<file path="config.mk">
export PLATFORM = sky130hd
export DESIGN_NAME = bus_rx_guard
export DESIGN_NICKNAME = d
export VERILOG_FILES = /design/src/rtl/bus_rx_guard_pkg.sv /design/src/rtl/flag_sync.sv /design/src/rtl/pin_decoder.sv /design/src/rtl/rx_failsafe_fsm.sv /design/src/rtl/bus_rx_guard.sv
export SDC_FILE = /design/constraint.sdc
export NUM_CORES = 1
export LEC_CHECK = 0
export ABC_AREA = 1
export ABC_CLOCK_PERIOD_IN_PS = 2210
export BUFFER_PORTS_ARGS = -buffer_cell sky130_fd_sc_hd__buf_2
export CAP_MARGIN = 10
export CORE_UTILIZATION = 30
export DETAILED_ROUTE_END_ITERATION = 16
export RECOVER_POWER = 50
export SLEW_MARGIN = 20
export SYNTH_ARGS = -nofsm -noshare
export SYNTH_HDL_FRONTEND = slang
export SYNTH_HIERARCHICAL = 1
export SYNTH_SLANG_ARGS = --single-unit
</file>
<file path="constraint.sdc">
create_clock -name clk -period 2.21 [get_ports clk]
set_clock_uncertainty 0.1 [all_clocks]
set_input_delay 0.442 -clock clk [delete_from_list [all_inputs] [get_ports clk]]
set_output_delay 0.442 -clock clk [all_outputs]
set_load 0.01 [all_outputs]
</file>
<file path="src/rtl/bus_rx_guard_pkg.sv">
package bus_rx_guard_pkg;

    // Classified line level after synchronisation
    typedef enum logic [1:0] {
        LVL_BAND = 2'd0,
        LVL_LOW  = 2'd1,
        LVL_HIGH = 2'd2
    } bus_lvl_e;

    // Receive-path states
    typedef enum logic [1:0] {
        ST_TRACK    = 2'd0,
        ST_BAND     = 2'd1,
        ST_FAILSAFE = 2'd2,
        ST_STANDBY  = 2'd3
    } rx_state_e;

    // Pin vector indices
    localparam int PIN_DE = 0;
    localparam int PIN_D  = 1;
    localparam int PIN_RE = 2;
    localparam int NUM_PINS = 3;

    // Value an unconnected pin settles to, indexed as above
    localparam logic [NUM_PINS-1:0] PIN_OPEN_LEVEL = 3'b010;

    // Contradictory flags (both set) are treated as in-band
    function automatic bus_lvl_e classify(input logic above, input logic below);
        bus_lvl_e lvl;
        unique case ({above, below})
            2'b10:   lvl = LVL_HIGH;
            2'b01:   lvl = LVL_LOW;
            default: lvl = LVL_BAND;
        endcase
        return lvl;
    endfunction

endpackage

</file>
<file path="src/rtl/flag_sync.sv">
module flag_sync #(
    parameter int WIDTH  = 2,
    parameter int STAGES = 2
) (
    input  logic             clk_i,
    input  logic             rst_ni,
    input  logic [WIDTH-1:0] async_i,
    output logic [WIDTH-1:0] sync_o
);

    logic [STAGES-1:0][WIDTH-1:0] chain_q;

    always_ff @(posedge clk_i or negedge rst_ni) begin
        if (!rst_ni) begin
            chain_q <= '0;
        end else begin
            chain_q[0] <= async_i;
            for (int s = 1; s < STAGES; s++) begin
                chain_q[s] <= chain_q[s-1];
            end
        end
    end

    assign sync_o = chain_q[STAGES-1];

endmodule

</file>
<file path="src/rtl/pin_decoder.sv">
module pin_decoder
    import bus_rx_guard_pkg::*;
(
    input  logic                clk_i,
    input  logic                rst_ni,
    input  logic [NUM_PINS-1:0] pin_i,
    input  logic [NUM_PINS-1:0] open_i,
    output logic                drv_oe_o,
    output logic                drv_a_o,
    output logic                drv_b_o,
    output logic                rx_oe_o,
    output logic                standby_o
);

    logic [NUM_PINS-1:0] eff;

    genvar p;
    generate
        for (p = 0; p < NUM_PINS; p++) begin : g_pin
            assign eff[p] = open_i[p] ? PIN_OPEN_LEVEL[p] : pin_i[p];
        end
    endgenerate

    always_comb begin
        drv_oe_o  = eff[PIN_DE];
        drv_a_o   = eff[PIN_D];
        drv_b_o   = ~eff[PIN_D];
        rx_oe_o   = ~eff[PIN_RE];
        standby_o = ~eff[PIN_DE] & eff[PIN_RE];
    end


    standby_outputs_off_chk: assert property (@(posedge clk_i) disable iff (!rst_ni)
        standby_o |-> (!drv_oe_o && !rx_oe_o));

endmodule

</file>
<file path="src/rtl/rx_failsafe_fsm.sv">
module rx_failsafe_fsm
    import bus_rx_guard_pkg::*;
#(
    parameter int FS_CYCLES = 62500
) (
    input  logic     clk_i,
    input  logic     rst_ni,
    input  bus_lvl_e lvl_i,
    input  logic     sleep_i,
    output logic     rx_o,
    output logic     fault_o
);

    localparam int CNT_W = $clog2(FS_CYCLES + 1);
    localparam logic [CNT_W-1:0] LAST = CNT_W'(FS_CYCLES - 1);

    rx_state_e        state_q, state_d;
    logic [CNT_W-1:0] cnt_q, cnt_d;
    logic             rx_q, rx_d;

    // Next-state and data logic
    always_comb begin
        state_d = state_q;
        cnt_d   = cnt_q;
        rx_d    = rx_q;
        unique case (state_q)
            ST_STANDBY: begin
                if (!sleep_i) begin
                    state_d = ST_TRACK;
                    cnt_d   = '0;
                    rx_d    = 1'b1;
                end
            end
            ST_TRACK, ST_BAND, ST_FAILSAFE: begin
                if (sleep_i) begin
                    state_d = ST_STANDBY;
                end else begin
                    unique case (lvl_i)
                        LVL_HIGH: begin
                            state_d = ST_TRACK;
                            cnt_d   = '0;
                            rx_d    = 1'b1;
                        end
                        LVL_LOW: begin
                            state_d = ST_TRACK;
                            cnt_d   = '0;
                            rx_d    = 1'b0;
                        end
                        default: begin
                            if (state_q == ST_FAILSAFE) begin
                                state_d = ST_FAILSAFE;
                            end else if (cnt_q == LAST) begin
                                state_d = ST_FAILSAFE;
                                cnt_d   = '0;
                                rx_d    = 1'b1;
                            end else begin
                                state_d = ST_BAND;
                                cnt_d   = cnt_q + 1'b1;
                            end
                        end
                    endcase
                end
            end
            default: state_d = ST_TRACK;
        endcase
    end

    // State register
    always_ff @(posedge clk_i or negedge rst_ni) begin
        if (!rst_ni) begin
            state_q <= ST_TRACK;
            cnt_q   <= '0;
            rx_q    <= 1'b1;
        end else begin
            state_q <= state_d;
            cnt_q   <= cnt_d;
            rx_q    <= rx_d;
        end
    end

    // Outputs
    always_comb begin
        rx_o    = rx_q;
        fault_o = (state_q == ST_FAILSAFE);
    end


    fault_forces_high_chk: assert property (@(posedge clk_i) disable iff (!rst_ni)
        fault_o |-> rx_o);


    timer_bound_chk: assert property (@(posedge clk_i) disable iff (!rst_ni)
        cnt_q <= LAST);


    high_follows_chk: assert property (@(posedge clk_i) disable iff (!rst_ni)
        (!sleep_i && state_q != ST_STANDBY && lvl_i == LVL_HIGH) |=> (rx_o && !fault_o));


    low_follows_chk: assert property (@(posedge clk_i) disable iff (!rst_ni)
        (!sleep_i && state_q != ST_STANDBY && lvl_i == LVL_LOW) |=> (!rx_o && !fault_o));


    standby_freeze_chk: assert property (@(posedge clk_i) disable iff (!rst_ni)
        (state_q == ST_STANDBY && sleep_i) |=> ($stable(rx_o) && $stable(cnt_q) && !fault_o));


    wake_clean_chk: assert property (@(posedge clk_i) disable iff (!rst_ni)
        (state_q == ST_STANDBY && !sleep_i) |=> (rx_o && !fault_o && cnt_q == '0));

endmodule

</file>
<file path="src/rtl/bus_rx_guard.sv">
module bus_rx_guard
    import bus_rx_guard_pkg::*;
#(
    parameter int CLK_KHZ     = 250000,
    parameter int FS_CYCLES   = CLK_KHZ / 4,
    parameter int SYNC_STAGES = 2
) (
    input  logic clk,
    input  logic rst_n,
    input  logic above_i,
    input  logic below_i,
    input  logic de_pin,
    input  logic de_open,
    input  logic d_pin,
    input  logic d_open,
    input  logic re_pin,
    input  logic re_open,
    output logic rx_data,
    output logic rx_oe,
    output logic drv_a,
    output logic drv_b,
    output logic drv_oe,
    output logic standby,
    output logic fault
);

    logic [1:0]          flags_sync;
    logic [NUM_PINS-1:0] pins;
    logic [NUM_PINS-1:0] opens;
    bus_lvl_e            lvl;

    assign pins  = {re_pin, d_pin, de_pin};
    assign opens = {re_open, d_open, de_open};

    flag_sync #(
        .WIDTH (2),
        .STAGES(SYNC_STAGES)
    ) u_sync (
        .clk_i  (clk),
        .rst_ni (rst_n),
        .async_i({above_i, below_i}),
        .sync_o (flags_sync)
    );

    assign lvl = classify(flags_sync[1], flags_sync[0]);

    pin_decoder u_pins (
        .clk_i    (clk),
        .rst_ni   (rst_n),
        .pin_i    (pins),
        .open_i   (opens),
        .drv_oe_o (drv_oe),
        .drv_a_o  (drv_a),
        .drv_b_o  (drv_b),
        .rx_oe_o  (rx_oe),
        .standby_o(standby)
    );

    rx_failsafe_fsm #(
        .FS_CYCLES(FS_CYCLES)
    ) u_fsm (
        .clk_i  (clk),
        .rst_ni (rst_n),
        .lvl_i  (lvl),
        .sleep_i(standby),
        .rx_o   (rx_data),
        .fault_o(fault)
    );

endmodule

</file>
# Word-level counts from Yosys, hierarchy flattened

Cells that the tools add are included.

Add/subtract/negate cells: 1
Eq/ne operators: 13
Mux-type cells: 22
Bitwise logic cells: 4
Reduce and logical (&&, ||, !) cells: 5

Operator list:

| operator                | number |
|---|---|
| $mux W16                | 5 |
| $pmux W16 S2            | 1 |
| $add A16 B1 Y16 const B | 1 |
| $eq A16 B16 Y1 const B  | 1 |
| $mux W2                 | 5 |
| $eq A2 B2 Y1 const B    | 4 |
| $pmux W2 S2             | 2 |
| $mux W1                 | 7 |
| $eq A2 B1 Y1 const B    | 3 |
| $ne A2 B2 Y1 const B    | 2 |
| $ne A4 B1 Y1 const B    | 1 |
| $ne A4 B2 Y1 const B    | 1 |
| $pmux W1 S2             | 2 |
| $reduce_and A4 Y1       | 1 |
| $ne A3 B3 Y1 const B    | 1 |
| $not A1 Y1              | 3 |
| $reduce_and A3 Y1       | 1 |
| $reduce_or A3 Y1        | 1 |
| $logic_not A2 Y1        | 1 |
| $reduce_or A2 Y1        | 1 |
| $and A1 B1 Y1           | 1 |

Bits in registers: 23
Input bits: 10

# Logic depth before layout (Yosys ltp)

Depth after elaboration: 7
Depth in mapped cells: 13
Gate-level depth less buffers: 11

# Cells and area by module

The synthesis kept the hierarchy.

By module, submodules not included:

| module          | times used | cells an instance | area an instance (um^2) | sequential area each (um^2) |
|---|---|---|---|---|
| rx_failsafe_fsm | 1          | 200               | 1316.3                  | 476.7 |
| flag_sync       | 1          | 6                 | 115.1                   | 100.1 |
| pin_decoder     | 1          | 7                 | 41.3                    | 0.0 |
| bus_rx_guard    | 1          | 4                 | 15.0                    | 0.0 |

# Worst setup path before layout

No wires, ideal clock.

Path type: register to register
Start point: register u_sync.chain_q, in the netlist u_sync/sync_o[1]
End point: register u_fsm.cnt_q[4]
Data arrival time: 1592 ps
Slack: 400 ps
Cell stages (with the launch flop): 11
Clock period less this slack: 1810 ps
Cell sequence: dfrtp_1 -> buf_4 -> nor2_1 -> inv_1 -> ha_1 -> nand2_1 -> nand2_1 -> buf_4 -> nor2_1 -> xor2_1 -> nor2_1

Word-level cells in the longest chain between the ends: 7

Ends and longest elaborated chain:

| what                                         | line                   | source |
|---|---|---|
| start: declaration                           | flag_sync.sv:11        | `logic [STAGES-1:0][WIDTH-1:0] chain_q;` |
| start signal: indexed assignment             | flag_sync.sv:19        | `chain_q[s] <= chain_q[s-1];` |
| $eq A2 B1 Y1 or $eq A2 B2 Y1 (tied branches) | bus_rx_guard_pkg.sv:30 | `unique case ({above, below})` |
| $pmux W2 S2 *                                | bus_rx_guard_pkg.sv:30 |  |
| net lvl[0]                                   | bus_rx_guard.sv:30     | `bus_lvl_e lvl;` |
| $eq A2 B2 Y1 or $eq A2 B1 Y1 (tied branches) | rx_failsafe_fsm.sv:38  | `unique case (lvl_i)` |
| $reduce_or A2 Y1 (no source line) *          | -                      |  |
| $mux W16                                     | rx_failsafe_fsm.sv:38  |  |
| $mux W16                                     | rx_failsafe_fsm.sv:35  | `if (sleep_i) begin` |
| $pmux W16 S2                                 | rx_failsafe_fsm.sv:26  | `unique case (state_q)` |
| end signal: assignment                       | rx_failsafe_fsm.sv:76  | `cnt_q <= cnt_d;` |
| end: declaration                             | rx_failsafe_fsm.sv:18  | `logic [CNT_W-1:0] cnt_q, cnt_d;` |

The timed path passes the listed nets; every way through them passes the cells marked *. The select of a mux whose other input is x is not followed.
A chain may end at the register's enable or synchronous reset.

# Final worst setup path

Start point: register u_sync.chain_q, in the netlist u_sync/sync_o[1]
End point: register u_fsm.cnt_q[13]

The elaborated chain is that of the path after synthesis.

==> flow_metrics.env <==
export IMPL_synth_compound_area_share=0.0429
export IMPL_syn_inst=217
export IMPL_post_route_period_util=0.853
export IMPL_grt_antenna_before_repair=0
export IMPL_maxCapViolations=0
export IMPL_crit_required_ns=2.32
export IMPL_clk_pin_slew_ns=0.08
export IMPL_synth_simple_area_share=0.423
export IMPL_hpwlAfterDp_mm=2.43
export IMPL_seq_area_um2=577
export IMPL_yosysSeqAreaShare=0.388
export IMPL_start_kind="register"
export IMPL_gp_congestion=0.830
export IMPL_timing_slew_headroom=0.171
export IMPL_worstSetupPathType="register to register"
export IMPL_grt_max_degree=24
export IMPL_fin_setup_tns_ns=0
export IMPL_synth_top_family_by_area="simple AND/OR/NAND/NOR gates"
export IMPL_clk_insertion_delay_late_ns=0.26
export IMPL_fin_crit_ns=1.89
export IMPL_multi_input_area_um2=739
export IMPL_routed_wl_mm=3.06
export IMPL_synth_area_per_cell_um2=6.86
export IMPL_cts_tree="yes"
export IMPL_yosysWarnings=6
export IMPL_drtIter0Drc=125
export IMPL_root_buffer="clkbuf_8"
export IMPL_overflow=0
export IMPL_grt_pass1_vias=1174
export IMPL_ys_seq_elements=23
export IMPL_grt_util_met2=0.206
export IMPL_synthToLayoutAreaGrowth_pct=12.6
export IMPL_hp_class="input port to register"
export IMPL_io_buffers=16
export IMPL_post_cts_setup_buffers=0
export IMPL_gr_usage_met1=0.172
export IMPL_vias_per_cell=4.40
export IMPL_rsz0062_at_grt="no"
export IMPL_rows=25
export IMPL_grt_pass1_wl_mm=5.13
export IMPL_min_path_cells=1
export IMPL_synthXorXnorAreaFrac=0.00589
export IMPL_muxShareOfSynthArea=0
export IMPL_layout_nets=248
export IMPL_via_count=1323
export IMPL_tightest_slew_ns=1.24
export IMPL_crit_arrival_ns=1.99
export IMPL_core_area_um2=4750
export IMPL_reg2reg_depth=10
export IMPL_route_detailed_drc=0
export IMPL_track_usage=0.124
export IMPL_clock_sinks=23
export IMPL_start_util=0.313
export IMPL_floorplan_io_pins=17
export IMPL_dr_pass1_iters=4
export IMPL_hold_viol=0
export IMPL_wire_per_inst_um=10.2
export IMPL_yosys_area_share_adder=0.0252
export IMPL_leakage_nw=0.803
export IMPL_ys_types=25
export IMPL_die_x_um=72.4
export IMPL_nFillCells=543
export IMPL_powerDensity_nw_per_um2=593
export IMPL_drv_slew=0
export IMPL_grt_busiest_layer="met2"
export IMPL_htreeDepth=1
export IMPL_fp_dieH_um=72.4
export IMPL_drive_above_1_share=0.192
export IMPL_timing_fmax_ghz=0.530
export IMPL_cts_buffers=3
export IMPL_cts_buffer_depth=2
export IMPL_antennaDiodeCount=0
export IMPL_crit_fanout=15
export IMPL_vdd_drop_max_uv=200
export IMPL_outcome="finished, final reports clean"
export IMPL_dieArea_um2=5240
export IMPL_ctsResizeCount=0
export IMPL_ant_nets=0
export IMPL_hold_buffers=0
export IMPL_holdWs_ns=0.189
export IMPL_finalSetupViolations=0
export IMPL_worst_setup_path_end_kind="register"
export IMPL_met3_usage=0.0139
export IMPL_syn_num_nets=230
export IMPL_synth_area_um2=1490
-- Yosys cell counts, drive strengths merged --
master | count | share of area
dfstp | 1 | 0.018
nand3 | 17 | 0.057
o21bai | 1 | 0.0050
nor2 | 42 | 0.14
ha | 3 | 0.025
clkinv | 2 | 0.0059
buf | 4 | 0.018
nor2b | 1 | 0.0059
o21ai | 6 | 0.023
nand2 | 68 | 0.19
a22oi | 1 | 0.0050
nor3 | 5 | 0.020
inv | 36 | 0.091
dfrtp | 22 | 0.37
a21oi | 3 | 0.010
xor2 | 1 | 0.0059
nand4 | 4 | 0.017
-- area by class of cell --
type | count | share of cell area
Sequential cell | 23 | 0.344
Multi-Input combinational cell | 152 | 0.441
Timing Repair Buffer | 17 | 0.0515
Tap cell | 67 | 0.0500
Clock buffer | 4 | 0.0269
Inverter | 38 | 0.0859
-- power breakdown --
part           total [mW]  leakage (nW)  internal, mW  switching [mW]
Sequential          0.508         0.301         0.465          0.0431
Clock               0.262        0.0228         0.129           0.134
Combinational       0.222         0.479        0.0775           0.145
-- final timing paths --
kind	from	end	slack, ns
min in group asynchronous	rst_n	u_fsm/cnt_q[10]	0.32
worst min-delay path	above_i	u_sync/chain_q[1]	0.19
worst min register to register	u_sync/chain_q[0]	u_sync/sync_o[0]	0.26
max in group asynchronous	rst_n	u_fsm/cnt_q[4]	0.95
worst max register to register	u_sync/sync_o[1]	u_fsm/cnt_q[13]	0.32
worst max-delay path	u_sync/sync_o[1]	u_fsm/cnt_q[13]	0.32
-- through the flow --
step	total power [mW]	area [um2]	std cells	utilization	worst slack, ns
2_1_floorplan	0.675	1490	217	-	0.400
3_3_place_gp	0.736	1630	297	0.343	0.372
3_5_place_dp	0.740	1630	297	0.343	0.337
4_1_cts	1.00	1680	301	0.353	0.335
5_1_grt	1.06	1680	301	0.352	0.185
6_report	0.993	1680	301	0.352	0.325
-- per-layer routing --
metal | vias to the layer above | share of wire
li1 | 696 | -
met1 | 600 | 0.49
met2 | 25 | 0.46
met3 | 2 | 0.043
met4 | 0 | 0.0026
met5 | - | 0
-- registers in the layout (all words and copies together) (netlist names) --
register,cells
u_fsm/cnt_q,16
u_sync/sync_o,2
u_sync/chain_q,2
u_fsm/rx_o,1
u_fsm/state_q,2
-- placed cells by master, fill, tap and decap left out, drive strengths merged --
cell type	instances
dfstp	1
nor2b	1
dfrtp	22
buf	16
a22oi	1
clkinv	2
inv	36
o21ai	6
nor3	5
nand3	17
xor2	1
o21bai	1
a21oi	3
nand4	4
nor2	42
ha	3
clkbuf	5
nand2	68
-- kinds of logic (layout without fill, tap and decap cells) --
kind of cell / after synthesis / after routing
AND/OR/NAND/NOR: 137 / 137
buffers and inverters: 42 / 59
flip-flops: 23 / 23
AO/OA/AOI/OAI: 11 / 11
adder cells (fa/ha/maj): 3 / 3
XOR/XNOR: 1 / 1
-- worst max-delay path, stage by stage (launching register included) --
cell,delay [ns]
dfrtp_1,0.38
nor2_1,0.16
inv_1,0.07
ha_1,0.34
nand2_1,0.08
nand2_1,0.10
inv_2,0.23
nand3_1,0.15
inv_1,0.10
nand3_1,0.07
nand2_1,0.06
(Power assumes the default switching activity.)
